**src/rtl/gate_guard_pkg.sv**
```systemverilog
package gate_guard_pkg;

    // Register state of one gate channel.
    typedef struct packed {
        logic gate;      // registered gate enable
        logic cmd_prev;  // command value seen at the previous edge
    } chan_state_t;

    // Reset value: the command is treated as already high, so a fresh
    // low-to-high transition is needed before the first turn-on.
    localparam chan_state_t CHAN_RESET = '{gate: 1'b0, cmd_prev: 1'b1};

endpackage

```
**src/rtl/gate_channel.sv**
```systemverilog
module gate_channel
    import gate_guard_pkg::*;
(
    input  logic clk,
    input  logic rst_n,
    input  logic cmd,
    input  logic block,
    output logic gate
);

    chan_state_t st_d, st_q;
    logic        cmd_rise;

    always_comb begin
        st_d          = st_q;
        cmd_rise      = cmd & ~st_q.cmd_prev;
        // Track the command even while blocked: an edge that arrives
        // during a block is used up and cannot arm the gate later.
        st_d.cmd_prev = cmd;
        st_d.gate     = ~block & cmd & (st_q.gate | cmd_rise);
    end

    always_ff @(posedge clk or negedge rst_n) begin
        if (!rst_n) begin
            st_q <= CHAN_RESET;
        end else begin
            st_q <= st_d;
        end
    end

    assign gate = st_q.gate;

    AST_GATE_NEEDS_CMD: assert property (@(posedge clk) disable iff (!rst_n)
        st_q.gate |-> $past(cmd));

    AST_BLOCK_FORCES_OFF: assert property (@(posedge clk) disable iff (!rst_n)
        block |=> !st_q.gate);

    AST_REARM_ON_EDGE: assert property (@(posedge clk) disable iff (!rst_n)
        $rose(st_q.gate) |-> ($past(cmd) && !$past(cmd, 2) && !$past(block)));

endmodule

```
**src/rtl/fault_pulse_timer.sv**
```systemverilog
module fault_pulse_timer #(
    parameter int unsigned PULSE_CYCLES = 3000
) (
    input  logic clk,
    input  logic rst_n,
    input  logic uv_lo,
    input  logic oc_trip,
    output logic pulse_active
);

    localparam int unsigned CW = (PULSE_CYCLES > 1) ? $clog2(PULSE_CYCLES) : 1;
    localparam logic [CW-1:0] LOAD = CW'(PULSE_CYCLES - 1);

    typedef struct packed {
        logic          active;
        logic [CW-1:0] cnt;
        logic          uv_prev;
        logic          oc_prev;
    } tmr_state_t;

    tmr_state_t st_d, st_q;
    logic       start_evt;

    always_comb begin
        st_d         = st_q;
        start_evt    = (uv_lo & ~st_q.uv_prev) | (oc_trip & ~st_q.oc_prev);
        st_d.uv_prev = uv_lo;
        st_d.oc_prev = oc_trip;
        if (st_q.active) begin
            // A running pulse ignores new start events.
            if (st_q.cnt == '0) begin
                st_d.active = 1'b0;
            end else begin
                st_d.cnt = st_q.cnt - 1'b1;
            end
        end else if (start_evt) begin
            st_d.active = 1'b1;
            st_d.cnt    = LOAD;
        end
    end

    always_ff @(posedge clk or negedge rst_n) begin
        if (!rst_n) begin
            st_q <= '0;
        end else begin
            st_q <= st_d;
        end
    end

    assign pulse_active = st_q.active;

    AST_PULSE_STARTS: assert property (@(posedge clk) disable iff (!rst_n)
        (($rose(uv_lo) || $rose(oc_trip)) && !st_q.active) |=> st_q.active);

    AST_PULSE_NO_RESTART: assert property (@(posedge clk) disable iff (!rst_n)
        (st_q.active && st_q.cnt != '0) |=> (st_q.active && st_q.cnt == $past(st_q.cnt) - CW'(1)));

endmodule

```
**src/rtl/leg_block_map.sv**
```systemverilog
module leg_block_map #(
    parameter int unsigned NUM_PHASES = 3
) (
    input  logic [NUM_PHASES-1:0] cmd_hi,
    input  logic [NUM_PHASES-1:0] cmd_lo,
    input  logic [NUM_PHASES-1:0] uv_hi,
    input  logic                  uv_lo,
    input  logic                  oc_trip,
    input  logic                  pulse_active,
    output logic [NUM_PHASES-1:0] blk_hi,
    output logic [NUM_PHASES-1:0] blk_lo
);

    logic lo_shared;

    // The three low-side gates share one supply and one trip path.
    assign lo_shared = uv_lo | oc_trip | pulse_active;

    for (genvar p = 0; p < NUM_PHASES; p++) begin : g_leg
        logic overlap;
        assign overlap   = cmd_hi[p] & cmd_lo[p];
        assign blk_hi[p] = uv_hi[p] | overlap;
        assign blk_lo[p] = lo_shared | overlap;
    end

endmodule

```
**src/rtl/gate_guard_seq.sv**
```systemverilog
module gate_guard_seq #(
    parameter int unsigned NUM_PHASES         = 3,
    parameter int unsigned FAULT_PULSE_CYCLES = 3000
) (
    input  logic                  clk,
    input  logic                  rst_n,
    input  logic [NUM_PHASES-1:0] cmd_hi,
    input  logic [NUM_PHASES-1:0] cmd_lo,
    input  logic                  uv_lo,
    input  logic [NUM_PHASES-1:0] uv_hi,
    input  logic                  oc_trip,
    output logic [NUM_PHASES-1:0] gate_hi,
    output logic [NUM_PHASES-1:0] gate_lo,
    output logic                  fault_n
);

    logic                  pulse_active;
    logic [NUM_PHASES-1:0] blk_hi;
    logic [NUM_PHASES-1:0] blk_lo;

    fault_pulse_timer #(
        .PULSE_CYCLES(FAULT_PULSE_CYCLES)
    ) u_timer (
        .clk          (clk),
        .rst_n        (rst_n),
        .uv_lo        (uv_lo),
        .oc_trip      (oc_trip),
        .pulse_active (pulse_active)
    );

    leg_block_map #(
        .NUM_PHASES(NUM_PHASES)
    ) u_map (
        .cmd_hi       (cmd_hi),
        .cmd_lo       (cmd_lo),
        .uv_hi        (uv_hi),
        .uv_lo        (uv_lo),
        .oc_trip      (oc_trip),
        .pulse_active (pulse_active),
        .blk_hi       (blk_hi),
        .blk_lo       (blk_lo)
    );

    for (genvar p = 0; p < NUM_PHASES; p++) begin : g_phase
        gate_channel u_hi (
            .clk   (clk),
            .rst_n (rst_n),
            .cmd   (cmd_hi[p]),
            .block (blk_hi[p]),
            .gate  (gate_hi[p])
        );

        gate_channel u_lo (
            .clk   (clk),
            .rst_n (rst_n),
            .cmd   (cmd_lo[p]),
            .block (blk_lo[p]),
            .gate  (gate_lo[p])
        );

        AST_NO_SHOOT_THROUGH: assert property (@(posedge clk) disable iff (!rst_n)
            !(gate_hi[p] && gate_lo[p]));

        AST_HS_UV_OFF: assert property (@(posedge clk) disable iff (!rst_n)
            uv_hi[p] |=> !gate_hi[p]);
    end

    assign fault_n = ~pulse_active;

    AST_UVLO_LO_OFF: assert property (@(posedge clk) disable iff (!rst_n)
        uv_lo |=> (gate_lo == '0));

    AST_OC_LO_OFF: assert property (@(posedge clk) disable iff (!rst_n)
        oc_trip |=> (gate_lo == '0));

    AST_PULSE_LO_OFF: assert property (@(posedge clk) disable iff (!rst_n)
        !fault_n |-> (gate_lo == '0));

    AST_FAULT_SOURCE: assert property (@(posedge clk) disable iff (!rst_n)
        $fell(fault_n) |-> ($past(uv_lo) || $past(oc_trip)));

endmodule

```
**config.mk**
```make
export PLATFORM = sky130hd
export DESIGN_NAME = gate_guard_seq
export DESIGN_NICKNAME = d
export VERILOG_FILES = /design/src/rtl/gate_guard_pkg.sv /design/src/rtl/gate_channel.sv /design/src/rtl/fault_pulse_timer.sv /design/src/rtl/leg_block_map.sv /design/src/rtl/gate_guard_seq.sv
export SDC_FILE = /design/constraint.sdc
export NUM_CORES = 1
export LEC_CHECK = 0
export BUFFER_PORTS_ARGS = -buffer_cell sky130_fd_sc_hd__buf_2
export CAP_MARGIN = 10
export CORE_MARGIN = 3
export CORE_UTILIZATION = 50
export DETAILED_ROUTE_END_ITERATION = 6
export GPL_TIMING_DRIVEN = 0
export PLACE_DENSITY = 0.74
export RECOVER_POWER = 100
export SLEW_MARGIN = 15
export SYNTH_ARGS = -nofsm -noshare
export SYNTH_HDL_FRONTEND = slang
export SYNTH_HIERARCHICAL = 1
export SYNTH_SLANG_ARGS = --single-unit
```
**constraint.sdc**
```tcl
create_clock -name clk -period 1.5 [get_ports clk]
set_input_delay 0.225 -clock clk [delete_from_list [all_inputs] [get_ports clk]]
set_output_delay 0.225 -clock clk [all_outputs]
set_load 0.005 [all_outputs]
```
==> flow_metrics.py <==
metrics = {
    "status": {
        "outcome": "finished, violations left",
        "failed_checks": "setup timing",
    },
    "yosys": {
        "ys_seq_area_frac": 0.5112,
        "netlist_area_um2": 1336,
        "ys_ff_latch": 27,
        "synth_top_cell_area_share": 0.3933,
        "ys_top_cells_by_count": "dfrtp_1, dfstp_2, nand2_1, nor2b_4, nor3b_2",
        "synthDistinctLibCells": 34,
        "yosys-top-cells-area": "dfrtp_1, dfstp_2, nor2b_4, nor3b_2, o31ai_1",
        "async_flop_share": 1.000,
        "avgSynthCellArea_um2": 12.97,
        "yosysMostFrequentCell": "dfrtp_1",
        "synth.net_count": 118,
        "yosys_warnings": 6,
        "yosysTopAreaCell": "dfrtp_1",
        "synth-main-ff-cell": "dfrtp_1",
        "syn-instance-count": 103,
        "synth_edf_count": 0,
    },
    "placement": {
        "dp_hpwl_um": 1691,
        "gp_congestion": 0.8188,
        "io_buffers": 19,
        "placed_cells": 152,
        "pre_cts_ws_ns": -0.3001,
    },
    "power_and_ir_drop": {
        "vdd_drop_max_uv": 531.1,
        "p_per_area_nw_per_um2": 726.4,
        "p_clk_frac": 0.271,
        "seqPwrFrac": 0.655,
        "p_switching_mw": 0.2620,
        "comb_power_share": 0.074,
        "p_int_mw": 0.8995,
        "power_leakage_nw": 0.6809,
        "swShare": 0.2255,
    },
    "global_routing": {
        "grt_start_max_net_pins": 28,
        "groute.usage.overall": 0.1642,
        "antenna_found_initial": 0,
        "grt_pass1_wl_um": 4229,
        "grt_pass1_vias": 940,
        "grt_overflow": 0,
    },
    "clock_tree": {
        "htree_levels": 1,
        "numClockSinks": 27,
        "clk_pin_slew_ns": 0.15,
        "clockBufferDepth": 2,
        "cts_tree": "yes",
        "worstSkewPairLatency_ns": 0.32,
        "cts_buffers": 3,
        "cts-root-buf": "clkbuf_4",
    },
    "detailed_routing": {
        "dr_total_vias": 944,
        "finalWirelength_um": 2603,
        "dr.pass1.iters": 4,
        "drt-initial-drc-count": 16,
        "wl_met1_um": 1096,
        "met3_wirelength_um": 163,
        "wire_per_inst_um": 15.40,
        "vias_per_cell": 5.586,
        "met2_wirelength_um": 1325,
        "top_layer_used": "met4",
        "drc_errors": 0,
        "postRouteAntennaNets": 0,
    },
    "setup_path": {
        "slowest_delay_ns": 0.57,
        "arrival_ns": 1.90,
        "end_kind": "flop",
        "path_class": "reg -> reg",
        "worstRegToRegCells": 5,
        "crit_family": "simple AND/OR/NAND/NOR gates",
        "reg2reg_to": "u_timer/pulse_active$_DFF_PN0_",
        "start_kind": "flop",
        "r2r_slack_ns": -0.18,
        "crit_fanout": 4,
        "crit_slowest_cell": "or4_4",
        "path_cells": "or4_4 > nor3_4 > or2b_4 > buf_4 > nand2_1",
        "path_buf_inv": 1,
        "rr_startpoint": "u_timer/st_q[7]$_DFFE_PN0P_",
        "cp.required_ns": 1.72,
    },
    "sta": {
        "fin_crit_ns": 1.685,
        "worst_slack_ns": -0.1848,
        "setup_tns_ns": -1.629,
        "rsz0062_at_grt": "yes",
        "drv_slew": 0,
        "max-slew-margin-rel": 0.5645,
        "finalSetupViolCount": 13,
        "finalHoldViolCount": 0,
        "tightest_slew_ns": 0.6533,
        "finalCritPeriodShare": 1.123,
        "whs_ns": 0.06793,
        "fmax_mhz": 593.5,
        "fin_skew_ns": 0.006696,
    },
    "finish": {
        "areaGrowthSynthToFinish_pct": 19.66,
        "drive_gt1_frac": 0.3885,
        "finalNonFillerCells": 169,
        "final_nets": 155,
        "antenna_cells": 0,
        "fin_util": 0.6396,
    },
    "floorplanning": {
        "core-area_um2": 2500,
        "die_y_um": 57.70,
        "io_pins": 20,
        "initial_core_util": 0.5345,
        "row_count": 18,
        "fp.dieW_um": 57.70,
        "design.die.area_um2": 3329,
    },
    "job": {
        "timing.max_cap.violations": 0,
    },
    "hold_path": {
        "worstHoldStart": "uv_lo",
        "whs_path_depth": 1,
        "min_to": "u_timer/st_q[1]$_DFF_PN0_",
        "hold_path_class": "in -> reg",
    },
}
## cells in the final DEF (no fill, tap or decap), types with 2 or more instances in the layout
| cell | count |
|---|---|
| a2111o_1 | 3 |
| a21o_2 | 3 |
| a21oi_1 | 5 |
| buf_2 | 11 |
| buf_4 | 6 |
| clkbuf_1 | 8 |
| clkbuf_4 | 4 |
| dfrtp_1 | 19 |
| dfrtp_2 | 2 |
| dfstp_2 | 6 |
| dlygate4sd3_1 | 7 |
| inv_2 | 2 |
| mux2i_1 | 2 |
| nand2_1 | 6 |
| nand2b_1 | 2 |
| nand3_1 | 2 |
| nor2_1 | 5 |
| nor2b_4 | 6 |
| nor3b_1 | 6 |
| o211ai_2 | 2 |
| o31ai_1 | 5 |
| or4_1 | 2 |
| or4_4 | 2 |
| xor2_1 | 4 |
## power by group through the flow
stage,Combinational [mW],Clock [mW],Sequential [mW]
global placement,0.0768,0,0.772
detailed placement,0.0787,0,0.773
CTS,0.0833,0.328,0.761
floorplan,0.0340,0,0.772
finish,0.0854,0.315,0.761
global route,0.0963,0.358,0.763
## per-stage QoR
| stage | area [µm²] | power, mW |
|---|---|---|
| 2_1_floorplan | 1345 | 0.8063 |
| 3_3_place_gp | 1478 | 0.8490 |
| 3_5_place_dp | 1478 | 0.8522 |
| 4_1_cts | 1570 | 1.172 |
| 5_1_grt | 1599 | 1.218 |
| 6_report | 1599 | 1.161 |
## layer usage
layer / global-route usage / vias up
met4: 0.04967 / 0
met5: 0 / -
li1: - / 454
met2: 0.2919 / 27
met3: 0.03118 / 2
met1: 0.2015 / 461
## how the worst max path moves through the flow
stage / from / to / cells after the start
2_1_floorplan: u_timer/st_q[10]$_DFFE_PN0P_ / u_timer/st_q[2]$_DFFE_PN0P_ / 5
6_report: u_timer/st_q[7]$_DFFE_PN0P_ / u_timer/pulse_active$_DFF_PN0_ / 5
3_3_place_gp: u_timer/st_q[10]$_DFFE_PN0P_ / u_timer/st_q[2]$_DFFE_PN0P_ / 5
3_5_place_dp: u_timer/st_q[10]$_DFFE_PN0P_ / u_timer/st_q[3]$_DFFE_PN0P_ / 5
5_1_grt: u_timer/st_q[7]$_DFFE_PN0P_ / u_timer/st_q[3]$_DFFE_PN0P_ / 4
4_1_cts: u_timer/st_q[2]$_DFFE_PN0P_ / u_timer/st_q[3]$_DFFE_PN0P_ / 7
## cells by family (layout without fill, tap and decap cells)
| kind of cell | Yosys count | in the layout | synth area share |
|---|---|---|---|
| flip-flops | 27 | 27 | 0.5112 |
| multiplexers | 2 | 2 | 0.01498 |
| adder cells (fa/ha/maj) | 2 | 2 | 0.01872 |
| XOR/XNOR | 4 | 4 | 0.02621 |
| buffers and inverters | 6 | 42 | 0.02434 |
| AND/OR/NAND/NOR | 40 | 40 | 0.2697 |
| AO/OA/AOI/OAI | 22 | 22 | 0.1348 |
## repair_timing
action	CTS	global route
endpoints found under the setup margin	12	13
pin swaps	2	2
gates resized for setup	3	7
hold buffers	2	5
buffers inserted	6	2
hold endpoints to repair	22	5
## flip-flops by register name (all words and copies together) (netlist names)
signal / cells
g_phase.u_hi/gate: 3
g_phase.u_lo/gate: 3
u_timer/st_q: 14
g_phase.u_lo/st_q: 3
u_timer/pulse_active: 1
g_phase.u_hi/st_q: 3
## cell type report
type	count	area (µm²)
well taps	30	37.54
fillers	204	900.9
clock inverters	1	7.507
flip-flops and latches	27	685.7
multi-input cells	70	610.6
inverters	3	11.26
clock buffers	3	22.52
repair buffers	34	216.5
plain buffers	1	7.507
No activity file was read; power rests on OpenSTA's default activity.
